File: config.mk
export PLATFORM = sky130hd
export DESIGN_NAME = sat_mac_unit
export DESIGN_NICKNAME = d
export VERILOG_FILES = /design/src/rtl/smac_pkg.sv /design/src/rtl/smac_decode.sv /design/src/rtl/smac_shift_mul.sv /design/src/rtl/smac_acc_combine.sv /design/src/rtl/sat_mac_unit.sv
export SDC_FILE = /design/constraint.sdc
export NUM_CORES = 1
export LEC_CHECK = 0
export ABC_CLOCK_PERIOD_IN_PS = 11600
export BUFFER_PORTS_ARGS = -buffer_cell sky130_fd_sc_hd__buf_2
export CAP_MARGIN = 20
export CORE_AREA = 5 5 291 293
export CTS_CLUSTER_SIZE = 10
export DETAILED_ROUTE_END_ITERATION = 10
export DIE_AREA = 0 0 296 298
export HOLD_SLACK_MARGIN = 0.12
export PLACE_DENSITY_LB_ADDON = 0.25
export SLEW_MARGIN = 20
export SYNTH_ARGS = -nofsm -noshare
export SYNTH_HDL_FRONTEND = slang
export SYNTH_HIERARCHICAL = 1
export SYNTH_SLANG_ARGS = --single-unit
File: constraint.sdc
create_clock -name clk -period 11.6 [get_ports clk]
set_clock_uncertainty 0.15 [all_clocks]
set_input_delay 1.16 -clock clk [delete_from_list [all_inputs] [get_ports clk]]
set_output_delay 1.16 -clock clk [all_outputs]
set_load 0.01 [all_outputs]
File: src/rtl/smac_pkg.sv
// Shared encodings and types for the saturating multiply-accumulate unit.
// Assumes the instruction layout: opcode [31:26], dest [15:11],
// sub-op [10:6], function [5:0].
package smac_pkg;

    localparam logic [5:0] OPC_REG  = 6'b000000;
    localparam logic [5:0] FN_WIDE  = 6'b101000;
    localparam logic [5:0] FN_SINGLE = 6'b101001;

    // Decoded control for one instruction
    typedef struct packed {
        logic ok;        // listed combination
        logic mul_only;  // load product instead of accumulating
        logic uns;       // unsigned arithmetic
        logic sat;       // clamp the sum
        logic hi_sel;    // return the upper half
        logic single;    // LO-only form
    } smac_ctrl_t;

    typedef enum logic [1:0] {
        SM_IDLE = 2'd0,
        SM_MUL  = 2'd1,
        SM_FIN  = 2'd2
    } smac_state_t;

endpackage

File: src/rtl/smac_decode.sv
// Instruction decoder. Purely combinational: it maps opcode, function
// and sub-op bits to control flags and flags unlisted combinations.
// Assumes the field positions defined in smac_pkg.
module smac_decode
    import smac_pkg::*;
(
    input  logic [5:0]  opc_i,
    input  logic [4:0]  sub_i,
    input  logic [5:0]  fn_i,
    output smac_ctrl_t  ctrl_o
);

    logic is_wide;
    logic is_single;
    logic wide_ok;
    logic single_ok;

    assign is_wide   = (fn_i == FN_WIDE);
    assign is_single = (fn_i == FN_SINGLE);

    // Wide forms: bit 1 clear, multiply-only never saturates
    assign wide_ok   = is_wide && !sub_i[1] && !(sub_i[2] && sub_i[4]);
    // Single forms: only the sign and saturate bits may be set
    assign single_ok = is_single && !sub_i[1] && !sub_i[2] && !sub_i[3];

    // Assemble the control word from the sub-op bits
    always_comb begin
        ctrl_o.ok       = (opc_i == OPC_REG) && (wide_ok || single_ok);
        ctrl_o.uns      = sub_i[0];
        ctrl_o.mul_only = sub_i[2];
        ctrl_o.hi_sel   = sub_i[3];
        ctrl_o.sat      = sub_i[4];
        ctrl_o.single   = is_single;
    end

endmodule

File: src/rtl/smac_shift_mul.sv
// Iterative shift-add multiplier. It multiplies operand magnitudes in
// DW steps, one multiplier bit per clock, then restores the sign.
// Assumes load_i is asserted only while the unit is idle. prod_o is valid
// while fin_o is high and stays stable until the next load.
module smac_shift_mul #(
    parameter int DW = 32
) (
    input  logic            clk,
    input  logic            rst_n,
    input  logic            load_i,
    input  logic [DW-1:0]   a_i,
    input  logic [DW-1:0]   b_i,
    input  logic            signed_i,
    output logic            fin_o,
    output logic [2*DW-1:0] prod_o
);

    localparam int W2 = 2 * DW;
    localparam int CW = $clog2(DW + 1);
    localparam logic [CW-1:0] LAST = CW'(DW - 1);

    logic [W2-1:0] mcand;
    logic [DW-1:0] mplier;
    logic [W2-1:0] part;
    logic          neg;
    logic          run;
    logic [CW-1:0] cnt;
    logic          fin_q;
    logic [DW-1:0] mag_a;
    logic [DW-1:0] mag_b;

    // Operand magnitudes for the signed case
    assign mag_a = (signed_i && a_i[DW-1]) ? (~a_i + 1'b1) : a_i;
    assign mag_b = (signed_i && b_i[DW-1]) ? (~b_i + 1'b1) : b_i;

    // Load operands, then add one shifted partial product per cycle
    always_ff @(posedge clk) begin
        if (!rst_n) begin
            mcand  <= '0;
            mplier <= '0;
            part   <= '0;
            neg    <= 1'b0;
            run    <= 1'b0;
            cnt    <= '0;
            fin_q  <= 1'b0;
        end else if (load_i) begin
            mcand  <= {{DW{1'b0}}, mag_a};
            mplier <= mag_b;
            part   <= '0;
            neg    <= signed_i && (a_i[DW-1] ^ b_i[DW-1]);
            run    <= 1'b1;
            cnt    <= '0;
            fin_q  <= 1'b0;
        end else if (run) begin
            if (mplier[0]) begin
                part <= part + mcand;
            end
            mcand  <= mcand << 1;
            mplier <= mplier >> 1;
            cnt    <= cnt + 1'b1;
            if (cnt == LAST) begin
                run   <= 1'b0;
                fin_q <= 1'b1;
            end
        end else begin
            fin_q <= 1'b0;
        end
    end

    assign fin_o  = fin_q;
    assign prod_o = neg ? (~part + 1'b1) : part;

    AST_MUL_FIN_PULSE: assert property (@(posedge clk) disable iff (!rst_n)
        fin_o |=> !fin_o);
    AST_MUL_STEP_BOUND: assert property (@(posedge clk) disable iff (!rst_n)
        run |-> (cnt < CW'(DW)));

endmodule

File: src/rtl/smac_acc_combine.sv
// Accumulator update path. It extends the accumulator and product into one
// spare bit of headroom, adds them, applies the selected clamp and splits
// the result into the new HI, LO and return value. Combinational.
// Assumes ctrl_i is a listed combination; otherwise the result is unused.
module smac_acc_combine
    import smac_pkg::*;
#(
    parameter int DW = 32
) (
    input  logic [DW-1:0]   hi_i,
    input  logic [DW-1:0]   lo_i,
    input  logic [2*DW-1:0] prod_i,
    input  smac_ctrl_t      ctrl_i,
    output logic [DW-1:0]   hi_o,
    output logic [DW-1:0]   lo_o,
    output logic [DW-1:0]   rd_o
);

    localparam int W2 = 2 * DW;
    localparam int WS = W2 + 1;

    logic          sgn;
    logic [WS-1:0] acc_ext;
    logic [WS-1:0] prod_ext;
    logic [WS-1:0] sum;
    logic [WS-1:0] lim_pos;
    logic [WS-1:0] lim_neg;
    logic [WS-1:0] clamped;

    assign sgn     = !ctrl_i.uns;
    assign lim_pos = {{(WS - DW + 1){1'b0}}, {(DW - 1){1'b1}}};
    assign lim_neg = ~lim_pos;

    // Widen the old accumulator (whole pair or LO alone) and the product
    always_comb begin
        if (ctrl_i.mul_only) begin
            acc_ext = '0;
        end else if (ctrl_i.single) begin
            acc_ext = {{(WS - DW){sgn & lo_i[DW-1]}}, lo_i};
        end else begin
            acc_ext = {sgn & hi_i[DW-1], hi_i, lo_i};
        end
        prod_ext = {sgn & prod_i[W2-1], prod_i};
    end

    assign sum = acc_ext + prod_ext;

    // Clamp the sum to the signed range, or to all ones when unsigned
    always_comb begin
        clamped = sum;
        if (ctrl_i.sat) begin
            if (sgn) begin
                if ($signed(sum) > $signed(lim_pos)) begin
                    clamped = lim_pos;
                end else if ($signed(sum) < $signed(lim_neg)) begin
                    clamped = lim_neg;
                end
            end else if (sum > lim_pos) begin
                clamped = '1;
            end
        end
    end

    // Route the clamped value to HI, LO and the destination
    always_comb begin
        if (ctrl_i.single) begin
            hi_o = hi_i;
            lo_o = clamped[DW-1:0];
            rd_o = clamped[DW-1:0];
        end else begin
            hi_o = clamped[W2-1:DW];
            lo_o = clamped[DW-1:0];
            rd_o = ctrl_i.hi_sel ? clamped[W2-1:DW] : clamped[DW-1:0];
        end
    end

    wire unused_top = clamped[WS-1];

endmodule

File: src/rtl/sat_mac_unit.sv
// Saturating multiply-accumulate unit (top). It accepts one instruction
// while idle, multiplies in smac_shift_mul, updates HI/LO through
// smac_acc_combine and returns one destination value with done.
// Assumes the issue logic holds off dependent work while busy is high.
module sat_mac_unit
    import smac_pkg::*;
#(
    parameter int DW = 32
) (
    input  logic          clk,
    input  logic          rst_n,
    input  logic          start,
    input  logic [31:0]   instr,
    input  logic [DW-1:0] src_a,
    input  logic [DW-1:0] src_b,
    output logic          busy,
    output logic          done,
    output logic          rd_we,
    output logic [4:0]    rd_idx,
    output logic [DW-1:0] rd_data,
    output logic [DW-1:0] acc_hi,
    output logic [DW-1:0] acc_lo
);

    localparam int W2 = 2 * DW;

    smac_state_t   state;
    smac_ctrl_t    dec;
    smac_ctrl_t    op_q;
    logic [4:0]    idx_q;
    logic [DW-1:0] hi_q;
    logic [DW-1:0] lo_q;
    logic [DW-1:0] rd_q;
    logic          we_q;
    logic          accept;
    logic          mul_load;
    logic          mul_fin;
    logic [W2-1:0] product;
    logic [DW-1:0] nxt_hi;
    logic [DW-1:0] nxt_lo;
    logic [DW-1:0] nxt_rd;

    smac_decode u_decode (
        .opc_i  (instr[31:26]),
        .sub_i  (instr[10:6]),
        .fn_i   (instr[5:0]),
        .ctrl_o (dec)
    );

    assign accept   = (state == SM_IDLE) && start;
    assign mul_load = accept && dec.ok;

    smac_shift_mul #(.DW(DW)) u_mul (
        .clk      (clk),
        .rst_n    (rst_n),
        .load_i   (mul_load),
        .a_i      (src_a),
        .b_i      (src_b),
        .signed_i (!dec.uns),
        .fin_o    (mul_fin),
        .prod_o   (product)
    );

    smac_acc_combine #(.DW(DW)) u_comb (
        .hi_i   (hi_q),
        .lo_i   (lo_q),
        .prod_i (product),
        .ctrl_i (op_q),
        .hi_o   (nxt_hi),
        .lo_o   (nxt_lo),
        .rd_o   (nxt_rd)
    );

    // Sequence idle -> multiply -> finish and commit the accumulator
    always_ff @(posedge clk) begin
        if (!rst_n) begin
            state <= SM_IDLE;
            op_q  <= '0;
            idx_q <= '0;
            hi_q  <= '0;
            lo_q  <= '0;
            rd_q  <= '0;
            we_q  <= 1'b0;
        end else begin
            case (state)
                SM_IDLE: begin
                    if (start) begin
                        op_q  <= dec;
                        idx_q <= instr[15:11];
                        we_q  <= 1'b0;
                        state <= dec.ok ? SM_MUL : SM_FIN;
                    end
                end
                SM_MUL: begin
                    if (mul_fin) begin
                        hi_q  <= nxt_hi;
                        lo_q  <= nxt_lo;
                        rd_q  <= nxt_rd;
                        we_q  <= 1'b1;
                        state <= SM_FIN;
                    end
                end
                SM_FIN: begin
                    we_q  <= 1'b0;
                    state <= SM_IDLE;
                end
                default: state <= SM_IDLE;
            endcase
        end
    end

    assign busy    = (state != SM_IDLE);
    assign done    = (state == SM_FIN);
    assign rd_we   = done && we_q;
    assign rd_idx  = idx_q;
    assign rd_data = rd_q;
    assign acc_hi  = hi_q;
    assign acc_lo  = lo_q;

    AST_WE_WITH_DONE: assert property (@(posedge clk) disable iff (!rst_n)
        rd_we |-> done);
    AST_DONE_ONE_CYCLE: assert property (@(posedge clk) disable iff (!rst_n)
        done |=> !done);
    AST_BUSY_COVERS_DONE: assert property (@(posedge clk) disable iff (!rst_n)
        done |-> busy);
    AST_SINGLE_KEEPS_HI: assert property (@(posedge clk) disable iff (!rst_n)
        (done && op_q.single) |-> $stable(acc_hi));
    AST_BAD_OP_NO_CHANGE: assert property (@(posedge clk) disable iff (!rst_n)
        (done && !rd_we) |-> ($stable(acc_hi) && $stable(acc_lo)));
    AST_SIGNED_CLAMP_RANGE: assert property (@(posedge clk) disable iff (!rst_n)
        (rd_we && op_q.sat && !op_q.uns && !op_q.single)
            |-> (acc_hi == {DW{acc_lo[DW-1]}}));
    AST_UNSIGNED_CLAMP_RANGE: assert property (@(posedge clk) disable iff (!rst_n)
        (rd_we && op_q.sat && op_q.uns && !op_q.single)
            |-> ((acc_hi == '0 && !acc_lo[DW-1]) || (&{acc_hi, acc_lo})));

endmodule

# Word-level counts from Yosys, hierarchy flattened
# Cells that the tools add are included.
[word_totals]
regBits = 278
inputBits = 99
out_inout_bits = 104
elab_cells = 104
[op_classes]
addsub = 6
magnitude_cmp = 3
n_eq_ne = 7
n_mux = 26
n_bitwise = 10
reduce_logical = 33
[op_table]
columns = ["operator", "n"]
rows = [
  ["64-bit 2-to-1 mux", 6],
  ["32-bit 2-to-1 mux", 8],
  ["65-bit 2-to-1 mux", 2],
  ["65-bit adder", 1],
  ["65-bit by 31-bit > comparator with 1-bit output, second input constant", 1],
  ["65-bit by 32-bit > comparator with 1-bit output, second input constant", 1],
  ["65-bit by 32-bit less-than comparator with 1-bit output, second input constant", 1],
  ["32-bit by 1-bit adder with 32-bit output, second input constant", 2],
  ["64-bit by 1-bit adder with 64-bit output, second input constant", 1],
  ["64-bit adder", 1],
  ["32-bit NOT", 2],
  ["64-bit NOT", 1],
  ["1-bit logical AND", 13],
  ["6-bit == test, second input constant", 2],
  ["2-bit AND reduction", 4],
  ["6-bit by 1-bit adder with 6-bit output, second input constant", 1],
  ["6-bit by 5-bit == test with 1-bit output, second input constant", 1],
  ["1-bit zero test", 6],
  ["6-bit zero test", 1],
  ["2-bit 2-to-1 mux", 3],
  ["3-bit AND reduction", 2],
  ["1-bit 2-to-1 mux", 5],
  ["2-bit one-hot mux with 2 select lines", 1],
  ["2-bit nonzero test", 2],
  ["other kinds (13)", 17],
]

# Depth between registers and ports, before layout
[logic_depth]
ltp_word = 12
depth_mapped = 30
depth_no_buf = 26

# Cells and area by module
# Netlist, hierarchy kept.
[by_module_without_submodules]
columns = ["mod", "instances", "cells_per_inst", "area_per_inst_um2", "seq_area_each_um2"]
rows = [
  ["smac_shift_mul", 1, 1683, 12896.1, 3383.2],
  ["smac_acc_combine", 1, 1131, 6940.4, 0.0],
  ["sat_mac_unit", 1, 484, 4406.7, 2202.1],
  ["smac_decode", 1, 14, 92.6, 0.0],
]

# Worst setup path after synthesis
# OpenSTA, ideal clock, no wires.
[synth_timing]
path_type = "register to register"
from = "reg u_mul.part[8]"
to = "reg rd_q[28] (netlist: rd_data[28])"
setup_ps = 72
arrival_ps = 6572
t_required_ps = 11378
setup_slack_ps = 4807
stages_incl_launch_ff = 26
path_buffers = 2
synth_period_minus_slack_ps = 6793
path_cell_list = "dfxtp_1 > or4_1 > or3_1 > or4_4 > or3_1 > buf_2 > nand2b_4 > or3_4 > or2_1 > o31ai_1 > xnor2_1 > ha_1 > clkbuf_1 > nand4_1 > nor4_1 > nand4_1 > a211oi_1 > nor3_1 > a211oi_2 > or4b_1 > or4b_1 > nor3_1 > a21oi_1 > o21ai_0 > nand2_1 > mux2i_1"
[synth_between]
word_cells_on_any_way = 15
classes_between = "2 x add/sub; 3 x order compare; 8 x mux; 2 x bitwise"
[synth_rtl]
columns = ["element", "line", "text"]
rows = [
  ["from (decl)", "smac_shift_mul.sv:24", "logic [W2-1:0] part;"],
  ["from (signal assigned)", "smac_shift_mul.sv:56", "part <= part + mcand;"],
  ["64-bit NOT (*)", "smac_shift_mul.sv:71", "assign prod_o = neg ? (~part + 1'b1) : part;"],
  ["64-bit by 1-bit adder with 64-bit output (*)", "smac_shift_mul.sv:71", ""],
  ["64-bit 2-to-1 mux (*)", "smac_shift_mul.sv:71", ""],
  ["named net product[54]", "sat_mac_unit.sv:38", "logic [W2-1:0] product;"],
  ["65-bit adder (*)", "smac_acc_combine.sv:46", "assign sum = acc_ext + prod_ext;"],
  ["65-bit by 32-bit less-than comparator with 1-bit output", "smac_acc_combine.sv:55", "end else if ($signed(sum) < $signed(lim_neg)) begin"],
  ["64-bit 2-to-1 mux", "smac_acc_combine.sv:55", ""],
  ["64-bit 2-to-1 mux", "smac_acc_combine.sv:53", "if ($signed(sum) > $signed(lim_pos)) begin"],
  ["64-bit 2-to-1 mux", "smac_acc_combine.sv:52", "if (sgn) begin"],
  ["64-bit 2-to-1 mux (*)", "smac_acc_combine.sv:51", "if (ctrl_i.sat) begin"],
  ["32-bit 2-to-1 mux", "smac_acc_combine.sv:73", "rd_o = ctrl_i.hi_sel ? clamped[W2-1:DW] : clamped[DW-1:0];"],
  ["32-bit 2-to-1 mux (*)", "smac_acc_combine.sv:66", "if (ctrl_i.single) begin"],
  ["named net nxt_rd[28]", "sat_mac_unit.sv:41", "logic [DW-1:0] nxt_rd;"],
  ["to (signal assigned)", "sat_mac_unit.sv:98", "rd_q <= nxt_rd;"],
  ["to (decl)", "sat_mac_unit.sv:33", "logic [DW-1:0] rd_q;"],
]
# The timed path passes the listed nets; every way through them passes the cells marked *.
# A chain may end at the register's enable or synchronous reset.

# Worst setup path after layout
[layout_timing]
from = "reg u_mul.part[14]"
to = "reg rd_q[21] (netlist: rd_data[21])"
[layout_between]
word_cells_on_any_way = 15
classes_between = "2 x add/sub; 3 x order compare; 8 x mux; 2 x bitwise"
[layout_rtl]
columns = ["element", "line"]
rows = [
  ["64-bit NOT (*)", "smac_shift_mul.sv:71"],
  ["64-bit by 1-bit adder with 64-bit output (*)", "smac_shift_mul.sv:71"],
  ["64-bit 2-to-1 mux (*)", "smac_shift_mul.sv:71"],
  ["named net product[55]", "sat_mac_unit.sv:38"],
  ["65-bit adder (*)", "smac_acc_combine.sv:46"],
  ["65-bit by 32-bit less-than comparator with 1-bit output", "smac_acc_combine.sv:55"],
  ["64-bit 2-to-1 mux", "smac_acc_combine.sv:55"],
  ["64-bit 2-to-1 mux", "smac_acc_combine.sv:53"],
  ["64-bit 2-to-1 mux (*)", "smac_acc_combine.sv:52"],
  ["64-bit 2-to-1 mux (*)", "smac_acc_combine.sv:51"],
  ["32-bit 2-to-1 mux", "smac_acc_combine.sv:73"],
  ["32-bit 2-to-1 mux (*)", "smac_acc_combine.sv:66"],
  ["named net nxt_rd[21]", "sat_mac_unit.sv:41"],
]
# Marks and branches as above.

==> impl_metrics.toml <==
[run_status]
status = "finished clean"

[power_and_ir_drop]
power_switching_uw = 555
p_per_area_nw_per_um2 = 80.7
power.share.switching_pct = 25.6
p_comb_share_pct = 6.7
p_seq_share_pct = 44.3
ir_worst_vdd_mv = 0.0568
clkPwrFrac_pct = 49.0
leakage_nw = 10.4
p_int_mw = 1.61

[critical_path]
worstPathRequired_ns = 11.87
crit_path_end = "rd_data[21]$_SDFFE_PN0P_"
r2r-start = "u_mul/part[14]$_SDFFE_PP0P_"
end_kind = "register"
critPathKind = "reg -> reg"
start_kind = "register"
cp_max_fo = 10
worstPathCellList = "or4_1 > or3_1 > or4_1 > nor3_1 > nand2_1 > or3_1 > or2_1 > o41ai_1 > xnor2_1 > ha_1 > nand4_1 > nor4_1 > nand4_1 > a211oi_1 > o21a_1 > a211oi_2 > a2111oi_2 > nand2_1 > nor4_4 > nand4_2 > a21oi_1 > o22ai_1 > nand2_1 > mux2i_1"
crit_top_cell = "nand2_1"
ff2ff_setup_slack_ns = 1.95
reg2reg_depth = 24
critPathMaxStageDelay_ns = 0.97
cpMaxStageDelayCell = "nor4_1"
critPathLaunch = "u_mul/part[14]$_SDFFE_PP0P_"
r2r_end = "rd_data[21]$_SDFFE_PN0P_"
critical_path_arrival_ns = 9.92

[die]
initial_core_util_pct = 29.8
io_pins = 203
die_h_um = 298
dieArea_um2 = 88200
core-area_um2 = 81600
rows = 105
die_w_um = 296

[route]
dr.pass1.iters = 6
drc_errors = 0
wl_per_cell_um = 19.6
wl_um = 87000
viasPerCell = 5.39
via_count = 23800
drtAntennaViolNets = 0
drt-initial-drc-count = 1715

[timing]
worstMarginPinSlew_ns = 1.13
slew_headroom_pct = 24.0
rsz0062_at_grt = "false"
maxSlewViolCount = 0
min_period_over_period_pct = 83.2
final.setup.tns_ns = 0
period_needed_ns = 9.65
fin_ws_ns = 1.95
fmax_mhz = 104
hold_viol_final = 0
finalSetupViolCount = 0

[place]
port-buffer-count = 192
postPlaceCellArea_um2 = 25800
place.gp.congestion = 0.968
place_inst = 4369
dp_hpwl_um = 68200
place_ws_ns = 2.28

[global_routing]
grt_max_degree = 198
grt_overflow = 0
grt_pass1_wl_um = 134000
grt_pass1_vias = 22300
grtUsageTotal_pct = 18.8
antenna_found_initial = 9

[synthesis]
yosys_warnings = 6
synth_cells = 3308
synthesis.nets = 3540
netlist_area_um2 = 24300
syn_avg_cell_area_um2 = 7.35

[clock_tree]
cts_buffers = 36
h-tree-depth = 2
clock-sinks = 278
cts_root_buf = "clkbuf_16"
insertion_delay_ns = 0.57
postCtsSetupBuffers = 0
hold_buffers = 0
clockBufferDepth = 3
cts_tree = "yes"
cts.reportedPaths.clkPinSlew_ns = 0.06
cts_resized = 0

[layout]
fill_cells = 8865
final_util_pct = 32.9
nets = 3569
drive_gt1_share_pct = 9.83
postLayoutCellArea_um2 = 26900
instances_no_fill = 4428
synthToLayoutAreaGrowth_pct = 10.6

[flow_run]
cap_violations = 0

[worst_hold_path]
hp-class = "reg -> reg"
[placed cells by master, fill, tap and decap left out, drive strengths merged, types with 21 or more instances in the layout]
| cell | n |
|---|---|
| nor2b | 96 |
| buf | 212 |
| nor4 | 27 |
| or3 | 31 |
| inv | 54 |
| nand4 | 89 |
| a21o | 56 |
| clkbuf | 52 |
| o21a | 57 |
| nand3 | 38 |
| xnor2 | 156 |
| nand2b | 22 |
| dfxtp | 278 |
| nor3 | 50 |
| a21oi | 315 |
| o221ai | 24 |
| a211oi | 25 |
| or4 | 21 |
| o21ai | 216 |
| ha | 131 |
| nor2 | 287 |
| o31ai | 33 |
| o21bai | 22 |
| nand2 | 540 |
| xor2 | 73 |
| mux2i | 202 |
[power by group through the flow]
stage | Combinational, mW | Clock (mW) | Sequential (mW)
CTS | 0.146 | 1.10 | 0.959
global placement | 0.145 | 0 | 0.980
floorplan | 0.0912 | 0 | 0.980
finish | 0.146 | 1.06 | 0.959
detailed placement | 0.146 | 0 | 0.980
global route | 0.160 | 1.13 | 0.959
[flip-flops by register name, indices dropped and copies added, names as in the netlist, 6 cells and up]
name	flops
u_mul/mcand	64
rd_data	32
acc_hi	32
u_mul/mplier	32
acc_lo	32
u_mul/cnt	6
u_mul/part	64
[final cells by class]
cell class | count | area (µm²) | area share (%)
inverters | 52 | 195 | 0.727
flip-flops and latches | 278 | 5570 | 20.7
well taps | 1070 | 1340 | 4.98
clock buffers | 51 | 1020 | 3.79
diodes | 2 | 5.00 | 0.0186
multi-input cells | 2756 | 17600 | 65.3
clock inverters | 6 | 40.0 | 0.149
repair buffers | 213 | 1140 | 4.24
[routing by layer]
metal	global-route usage, %	part of all wire [%]	vias up
met5	0	0.048	-
met4	4.49	2.3	6
met3	3.81	6.8	104
met2	29.3	43	626
met1	26.7	48	11200
li1	-	-	11900
[per-stage QoR]
stage | hold WS (ns) | total power, mW
after floorplan | 0.275 | 1.07
after global placement | 0.285 | 1.13
after detailed placement | 0.291 | 1.13
after CTS | 0.297 | 2.20
after global routing | 0.312 | 2.25
final | 0.298 | 2.17
[worst max-delay path: cells and delay by family (launching register included)]
kind                     cells  cell delay (ns)
AO/OA/AOI/OAI                7             2.72
XOR/XNOR                     1             0.14
adder cells (fa/ha/maj)      1             0.52
flip-flops                   1             0.38
multiplexers                 1             0.09
AND/OR/NAND/NOR             14             5.48
[worst min-delay path by stage]
stage                             from                 endpoint  slack (ns)  depth (start not counted)
6_report             we_q$_SDFFE_PN0P_        we_q$_SDFFE_PN0P_        0.30                          2
5_1_grt        rd_data[6]$_SDFFE_PN0P_  rd_data[6]$_SDFFE_PN0P_        0.31                          2
4_1_cts              we_q$_SDFFE_PN0P_        we_q$_SDFFE_PN0P_        0.30                          2
3_5_place_dp         we_q$_SDFFE_PN0P_        we_q$_SDFFE_PN0P_        0.29                          2
3_3_place_gp         we_q$_SDFFE_PN0P_        we_q$_SDFFE_PN0P_        0.28                          2
2_1_floorplan        we_q$_SDFFE_PN0P_        we_q$_SDFFE_PN0P_        0.27                          2
Note: power is estimated with default switching activity, not from simulation.
